$ cat src/rtl/hp_cvt_pkg.sv
package hp_cvt_pkg;

  localparam int SP_W      = 32;
  localparam int SP_EXP_W  = 8;
  localparam int SP_MAN_W  = 23;
  localparam int SP_BIAS   = 127;
  localparam int HP_W      = 16;
  localparam int HP_EXP_W  = 5;
  localparam int HP_MAN_W  = 10;
  localparam int HP_BIAS   = 15;

  localparam int MAG_W     = SP_W - 1;
  localparam int HMAG_W    = HP_W - 1;
  localparam int SIG_W     = SP_MAN_W + 1;
  localparam int DROP_W    = SP_MAN_W - HP_MAN_W;
  localparam int REBIAS    = SP_BIAS - HP_BIAS - 0;
  localparam int NORM_MIN  = REBIAS + 1;
  localparam int OVF_MIN   = REBIAS + (1 << HP_EXP_W) - 1;
  localparam int SUB_MIN   = NORM_MIN - HP_MAN_W - 1;
  localparam int SUB_BASE  = SP_BIAS - 1;

  localparam logic [HMAG_W-1:0] HM_INF  = {{HP_EXP_W{1'b1}}, {HP_MAN_W{1'b0}}};
  localparam logic [HMAG_W-1:0] HM_QNAN = HM_INF | (HMAG_W'(1) << (HP_MAN_W - 1));
  localparam logic [HMAG_W-1:0] HM_MAXF = HM_INF - HMAG_W'(1);
  localparam logic [HMAG_W-1:0] HM_TINY = HMAG_W'(1);

  typedef enum logic [1:0] {
    RM_NEAR = 2'b00,
    RM_ZERO = 2'b01,
    RM_UP   = 2'b10,
    RM_DOWN = 2'b11
  } rnd_mode_e;

  typedef enum logic [2:0] {
    MC_NAN  = 3'd0,
    MC_INF  = 3'd1,
    MC_OVF  = 3'd2,
    MC_NORM = 3'd3,
    MC_SUB  = 3'd4,
    MC_UNF  = 3'd5
  } mag_class_e;

  // True when the mode pushes this sign's magnitude away from zero.
  function automatic logic rounds_away(input rnd_mode_e mode, input logic sign);
    return ((mode == RM_UP) && !sign) || ((mode == RM_DOWN) && sign);
  endfunction

endpackage

$ cat src/rtl/hp_cvt_classify.sv
module hp_cvt_classify
  import hp_cvt_pkg::*;
(
  input  logic [MAG_W-1:0] mag,
  output mag_class_e       cls
);
  logic [SP_EXP_W-1:0] exp_f;
  logic                frac_nz;

  assign exp_f   = mag[MAG_W-1 -: SP_EXP_W];
  assign frac_nz = |mag[SP_MAN_W-1:0];

  always_comb begin
    if (exp_f == {SP_EXP_W{1'b1}})        cls = frac_nz ? MC_NAN : MC_INF;
    else if (exp_f >= SP_EXP_W'(OVF_MIN)) cls = MC_OVF;
    else if (exp_f >= SP_EXP_W'(NORM_MIN)) cls = MC_NORM;
    else if (exp_f >= SP_EXP_W'(SUB_MIN)) cls = MC_SUB;
    else                                  cls = MC_UNF;
  end
endmodule

$ cat src/rtl/hp_cvt_align.sv
module hp_cvt_align
  import hp_cvt_pkg::*;
(
  input  logic [MAG_W-1:0]  mag,
  input  logic              is_sub,
  output logic [HMAG_W-1:0] cand,
  output logic              guard,
  output logic              sticky
);
  logic [SP_EXP_W-1:0] exp_f;
  logic [HP_EXP_W-1:0] exp_h;
  logic [SIG_W-1:0]    sig;
  logic [SP_EXP_W-1:0] shamt;
  logic [SIG_W-1:0]    gmask;
  logic [HMAG_W-1:0]   cand_n;
  logic [HMAG_W-1:0]   cand_s;
  logic                g_n, s_n, g_s, s_s;

  assign exp_f = mag[MAG_W-1 -: SP_EXP_W];

  // Normal path: rebias exponent, keep upper fraction bits.
  assign exp_h  = mag[SP_MAN_W +: HP_EXP_W] - HP_EXP_W'(REBIAS);
  assign cand_n = {exp_h, mag[SP_MAN_W-1 -: HP_MAN_W]};
  assign g_n    = mag[DROP_W-1];
  assign s_n    = |mag[DROP_W-2:0];

  // Subnormal path: shift the full significand right.
  assign sig    = {1'b1, mag[SP_MAN_W-1:0]};
  assign shamt  = SP_EXP_W'(SUB_BASE) - exp_f;
  assign cand_s = HMAG_W'(sig >> shamt);
  assign gmask  = SIG_W'(1) << (shamt - SP_EXP_W'(1));
  assign g_s    = |(sig & gmask);
  assign s_s    = |(sig & (gmask - SIG_W'(1)));

  always_comb begin
    if (is_sub) begin
      cand   = cand_s;
      guard  = g_s;
      sticky = s_s;
    end else begin
      cand   = cand_n;
      guard  = g_n;
      sticky = s_n;
    end
  end
endmodule

$ cat src/rtl/hp_cvt_round.sv
module hp_cvt_round
  import hp_cvt_pkg::*;
(
  input  logic [HMAG_W-1:0] cand,
  input  logic              guard,
  input  logic              sticky,
  input  logic              sign,
  input  rnd_mode_e         mode,
  output logic [HMAG_W-1:0] rounded
);
  logic inc;

  always_comb begin
    unique case (mode)
      RM_NEAR: inc = guard & (sticky | cand[0]);
      RM_ZERO: inc = 1'b0;
      default: inc = rounds_away(mode, sign) & (guard | sticky);
    endcase
  end

  // Carry out of the fraction lands in the exponent field.
  assign rounded = cand + HMAG_W'(inc);
endmodule

$ cat src/rtl/sp2hp_cvt.sv
module sp2hp_cvt
  import hp_cvt_pkg::*;
(
  input  logic            clk,
  input  logic            rst_n,
  input  logic            in_valid,
  input  logic [SP_W-1:0] in_data,
  input  logic [1:0]      in_mode,
  output logic            out_valid,
  output logic [HP_W-1:0] out_data
);
  logic              sign;
  logic [MAG_W-1:0]  mag;
  rnd_mode_e         mode;
  mag_class_e        cls;
  logic [HMAG_W-1:0] cand;
  logic              guard, sticky;
  logic [HMAG_W-1:0] rounded;
  logic [HMAG_W-1:0] res_mag;
  logic [HP_W-1:0]   data_d, data_q;
  logic              valid_d, valid_q;

  assign sign = in_data[SP_W-1];
  assign mag  = in_data[MAG_W-1:0];
  assign mode = rnd_mode_e'(in_mode);

  hp_cvt_classify u_cls (
    .mag (mag),
    .cls (cls)
  );

  hp_cvt_align u_aln (
    .mag    (mag),
    .is_sub (cls == MC_SUB),
    .cand   (cand),
    .guard  (guard),
    .sticky (sticky)
  );

  hp_cvt_round u_rnd (
    .cand    (cand),
    .guard   (guard),
    .sticky  (sticky),
    .sign    (sign),
    .mode    (mode),
    .rounded (rounded)
  );

  // Result selection per magnitude class.
  always_comb begin
    unique case (cls)
      MC_NAN:  res_mag = HM_QNAN;
      MC_INF:  res_mag = HM_INF;
      MC_OVF:  res_mag = ((mode == RM_NEAR) || rounds_away(mode, sign)) ? HM_INF : HM_MAXF;
      MC_NORM,
      MC_SUB:  res_mag = rounded;
      default: res_mag = ((|mag) && rounds_away(mode, sign)) ? HM_TINY : '0;
    endcase
  end

  // Next state with explicit clock enable on the data register.
  always_comb begin
    valid_d = in_valid;
    data_d  = in_valid ? {sign, res_mag} : data_q;
  end

  always_ff @(posedge clk or negedge rst_n) begin
    if (!rst_n) begin
      valid_q <= 1'b0;
      data_q  <= '0;
    end else begin
      valid_q <= valid_d;
      data_q  <= data_d;
    end
  end

  assign out_valid = valid_q;
  assign out_data  = data_q;
endmodule

$ cat config.mk
export PLATFORM = sky130hd
export DESIGN_NAME = sp2hp_cvt
export DESIGN_NICKNAME = d
export VERILOG_FILES = /design/src/rtl/hp_cvt_pkg.sv /design/src/rtl/hp_cvt_classify.sv /design/src/rtl/hp_cvt_align.sv /design/src/rtl/hp_cvt_round.sv /design/src/rtl/sp2hp_cvt.sv
export SDC_FILE = /design/constraint.sdc
export NUM_CORES = 1
export LEC_CHECK = 0
export CAP_MARGIN = 20
export CELL_PAD_IN_SITES_DETAIL_PLACEMENT = 1
export CELL_PAD_IN_SITES_GLOBAL_PLACEMENT = 1
export CORE_AREA = 8 8 107 109
export DETAILED_ROUTE_END_ITERATION = 6
export DIE_AREA = 0 0 115 117
export GPL_ROUTABILITY_DRIVEN = 0
export PLACE_DENSITY_LB_ADDON = 0.1
export SLEW_MARGIN = 20
export SYNTH_ARGS = -nofsm -noshare
export SYNTH_HDL_FRONTEND = slang
export SYNTH_SLANG_ARGS = --single-unit
$ cat constraint.sdc
create_clock -name clk -period 1.4 [get_ports clk]
set_clock_uncertainty 0.05 [all_clocks]
set_input_delay 0.28 -clock clk [delete_from_list [all_inputs] [get_ports clk]]
set_output_delay 0.28 -clock clk [all_outputs]
set_load 0.005 [all_outputs]
==> results.md, run 1 <==
- Placement Setup Slack: -4.09 ns
- Mux cell area share after synthesis: 12.2%
- Die height: 117 um
- Die W: 115 um
- Io pins: 54
- Halt Stage: clock tree synthesis
- Site Rows: 37
- Post-Synth Adder-Cell Area: 3.15%
- CTS Buf Count: 3
- Cts hold-fix bufs: 0
- Cell Area, Synth: 4290 um^2
- Distinct cells, synth: 83
- Largest family of logic cells by synthesized area: compound AO/OA/AOI/OAI gates
- Synth Area in Compound Gates: 33.9%
- Root Driver: clkbuf_8
- Synth Area in XOR/XNOR: 5.72%
- Port bufs: 53
- CTS sink count: 17
- Synth Area per Inst: 7.18 um^2
- Net count after synthesis: 644
- # Post-CTS Setup Buffers: 21
- Cells after DPL: 958
- Status: aborted with a tool error
- #FFs+latches synth: 17
- Detail Placement HPWL: 20.4 mm
- Max H-tree Level: 1
- CTS max path bufs: 2
- Post-synth top area share: 9.92%
- Starting density of the core: 43.3%
- Post-synthesis sequential area ratio: 9.92%
- Synth warn: 0
- Synth async-reset ratio: 100%
- Area leader, netlist: dfrtp_1
- Synth Flop Type: dfrtp_1
- Synth Area in Simple Gates: 27.2%
- PostCTS Resize Cnt: 112
- Post-Synthesis Cells: 597
- Err: [ERROR DPL-0033] detailed placement checks failed during check placement.
- Synth area leaders: dfrtp_1 9.9%, nand2_1 7.0%, mux4_2 5.3%
- Post-synth EDFFs: 0
## stage by stage
step	utilization [%]	instance area (um^2)
after detailed placement	66.6	6600
after global placement	66.6	6600
after floorplan	-	4500
## synthesized netlist by cell type (12+ instances only)
cell	number
nor2_1	40
dfrtp_1	17
a21oi_1	31
inv_1	28
nand3_1	13
o221ai_1	15
nand2_1	80
o21ai_0	29
nor4_1	13
xnor2_1	21
mux2i_1	22
clkbuf_1	35
o211ai_1	12
nor3_1	17
## cell families after synthesis
kind of cell | after synthesis
adders and majority gates | 11
xor gates and xnor gates | 25
muxes | 39
DFF | 17
buffers and inverters | 80
and+or+nand+nor | 227
AOI/OAI and AO/OA | 198
==> run 2: changes to the inputs <==
--- a/config.mk
+++ b/config.mk
@@ -6,13 +6,11 @@
 export NUM_CORES = 1
 export LEC_CHECK = 0
 export CAP_MARGIN = 20
-export CELL_PAD_IN_SITES_DETAIL_PLACEMENT = 1
-export CELL_PAD_IN_SITES_GLOBAL_PLACEMENT = 1
-export CORE_AREA = 8 8 107 109
+export CORE_AREA = 8 8 113 115
 export DETAILED_ROUTE_END_ITERATION = 6
-export DIE_AREA = 0 0 115 117
+export DIE_AREA = 0 0 121 123
 export GPL_ROUTABILITY_DRIVEN = 0
-export PLACE_DENSITY_LB_ADDON = 0.1
+export PLACE_DENSITY_LB_ADDON = 0.15
 export SLEW_MARGIN = 20
 export SYNTH_ARGS = -nofsm -noshare
 export SYNTH_HDL_FRONTEND = slang
==> run 2 against run 1 <==
Compared with the run above: the flow now finishes, with violations (setup timing); area after synthesis unchanged; synthesized cell count unchanged.
==> results.md, run 2 <==
- Failing checks: setup timing
- #FFs+latches synth: 17 (unchanged)
- Layout cells sized above 1: 42.3%
- Total global routing overflow: 0
- Post-synthesis sequential area ratio: 9.92% (unchanged)
- Io pins: 54 (unchanged)
- Number of global-route vias before repair: 6,120
- Die Area: 14,900 um^2
- Worst Slack Setup Final: -3.06 ns
- Cell Area, Synth: 4290 um^2 (unchanged)
- Power density cells: 544 nW/um^2
- Fmax: 224 MHz
- DP Area: 6690 um^2 (was 6600 um^2)
- Setup TNS: -43.68 ns
- Commonest non-fill, non-tap cell in the layout: buf_4
- Tightest Hold Check Type: primary input to async pin
- WHS: 0.317 ns
- Die height: 123 um (was 117 um)
- Site Rows: 39 (was 37)
- Synth async-reset ratio: 100% (unchanged)
- Synth Flop Type: dfrtp_1 (unchanged)
- Crit path from: in_data[23]
- Max FFs per register: 16
- Max-cap viol count: 0
- WS Path Type: primary input to register
- Net count after synthesis: 644 (unchanged)
- CTS tree: done
- R2R Setup Slk: 0.61 ns
- Maximum vdd drop: 583 uV
- Drt initial violations: 507
- Post-synth top area share: 9.92% (unchanged)
- Leak pwr: 3.19 nW
- Largest net degree at the start of global routing: 42
- Grt peak-use layer: met2
- DRT Wirelength: 20.3 mm
- Vias: 6,209
- R2R cell count: 1
- Placement Setup Slack: -3.80 ns (was -4.09 ns)
- Final ANT Viol Nets: 0
- Max H-tree Level: 1 (unchanged)
- Distinct cells, synth: 83 (unchanged)
- M1 GR Usage: 33.8%
- RSZ-0062 raised after global routing: true
- Slew Limit Headroom: 43.0%
- TritonRoute pass-1 iters: 5
- Final period utilization: 318%
- Synth Area per Inst: 7.18 um^2 (unchanged)
- Diode count: 0
- FF-to-FF End: out_data[15]$_DFFE_PN0P_
- Starting density of the core: 38.7% (was 43.3%)
- Grt met2 use: 43.4%
- Port bufs: 53 (unchanged)
- Core Util, Final: 65.9%
- Cts hold-fix bufs: 0 (unchanged)
- Die W: 121 um (was 115 um)
- Global-route wire length before repair: 31.9 mm
- All-Layer GR Usage: 26.4%
- Least-Margin Pin Slew: 0.850 ns
- Syn-to-layout area delta: 70.3%
- Clk Latency, worst-skew pair: 0.25 ns
- Detail Placement HPWL: 15.5 mm (was 20.4 mm)
- CTS sink count: 17 (unchanged)
- Initial antenna violation count: 0
- Post-synth EDFFs: 0 (unchanged)
- Maximum fanout along the worst path: 5
- Most frequent cells in the layout: 249 x buf_4, 73 x nand2_1, 37 x nor2_1
- Clk pin slew, worst setup/hold paths: 0.05 ns
- Root Driver: clkbuf_16 (was clkbuf_8)
- Wire per inst: 20.2 um
- CP Data Required Time: 1.53 ns
- Post-Synthesis Cells: 597 (unchanged)
- Design area: 7300 um^2
- CTS Buf Count: 3 (unchanged)
- Worst setup path end: out_data[14]$_DFFE_PN0P_
- CTS max path bufs: 2 (unchanged)
- NumNets Final: 911
- Crit path time final: 4.46 ns
- Worst Path Arrival: 4.59 ns
- Residual DRC: 0
- Final Hold Violating Endpoints: 0
- Slew Limit Fails: 0
- Synth area leaders: dfrtp_1 9.9%, nand2_1 7.0%, mux4_2 5.3% (unchanged)
- CP Launch Type: primary input
- Synth warn: 0 (unchanged)
- Count leader, synth: nand2_1 (unchanged)
- Reg2reg start: out_data[15]$_DFFE_PN0P_
- Status: complete, but fails checks (was aborted with a tool error)
- Vias per inst: 6.17
- Finish-stage setup viols: 15
- Area leader, netlist: dfrtp_1 (unchanged)
- CP endpoint kind: register
- Floorplan core area: 11,100 um^2
- Met3 GRT Util: 4.43%
- Post-synth top cells: 80 x nand2_1, 40 x nor2_1, 35 x clkbuf_1 (unchanged)
run 2: logic make-up (layout without fill, tap and decap cells):
group | count (synthesis) | after routing | synth area share, %
and+or+nand+nor | 227 | 227 | 27.2
buffers and inverters | 80 | 346 | 7.82
xor gates and xnor gates | 25 | 25 | 5.72
AOI/OAI and AO/OA | 198 | 198 | 33.9
muxes | 39 | 39 | 12.2
DFF | 17 | 17 | 9.92
adders and majority gates | 11 | 11 | 3.15
run 2: where the power goes:
part / switching, W / internal [W]
logic: 0.00144 / 0.00137
clock network: 0.000186 / 0.000386
registers: 0.0000295 / 0.000556
run 2: final cells by class:
type | count | area, um^2
multi-input cells | 500 | 3960
fillers | 914 | 3780
repair buffers | 314 | 2540
flip-flops and latches | 17 | 425
well taps | 143 | 179
inverters | 28 | 113
clock buffers | 4 | 78.8
run 2: through the flow:
step,instances,total power (W)
finish,1006,0.00397
CTS,994,0.00384
global route,1006,0.00419
floorplan,597,0.00188
global placement,976,0.00315
detailed placement,976,0.00318
run 2: worst min-delay path by stage:
stage,endpoint,cells after the start,from,slack [ns]
global route,out_data[3]$_DFFE_PN0P_,2,rst_n,0.36
finish,out_data[5]$_DFFE_PN0P_,2,rst_n,0.32
global placement,out_data[15]$_DFFE_PN0P_,1,out_data[15]$_DFFE_PN0P_,0.44
CTS,out_data[5]$_DFFE_PN0P_,2,rst_n,0.33
floorplan,out_data[0]$_DFFE_PN0P_,0,rst_n,-0.07
detailed placement,out_data[9]$_DFFE_PN0P_,2,out_data[9]$_DFFE_PN0P_,0.46
run 2: timing repair:
item | in CTS | in global routing
setup endpoints to repair | 31 | 16
buffers inserted | 13 | 12
resized for setup | 90 | 25
cloned | 1 | 0
pin swaps | 39 | 38
run 2: critical path, cell delays in order:
cell,delay (ns)
buf_8,0.11
buf_12,0.12
inv_8,0.05
ha_4,0.21
nand3b_1,0.21
nor2_4,0.08
buf_6,0.13
a211oi_4,0.25
nand2_2,0.12
nor2_4,0.11
nand4_1,0.15
ha_4,0.22
buf_6,0.12
and3_4,0.16
a221oi_2,0.20
o211ai_1,0.13
nor4_2,0.28
nand4_1,0.16
o41ai_2,0.28
a21o_1,0.13
nand2_2,0.08
ha_4,0.18
ha_4,0.16
nand2_4,0.06
nor4_4,0.06
nand3b_1,0.15
mux2_4,0.31
nor2_2,0.07
run 2: per-layer routing:
layer  vias up  wire length, um
met3        93             2100
li1       2818                -
met2       387             9290
met1      2911             7960
met5         -                0
met4         0              948
Note: power is estimated with default switching activity, not from simulation.
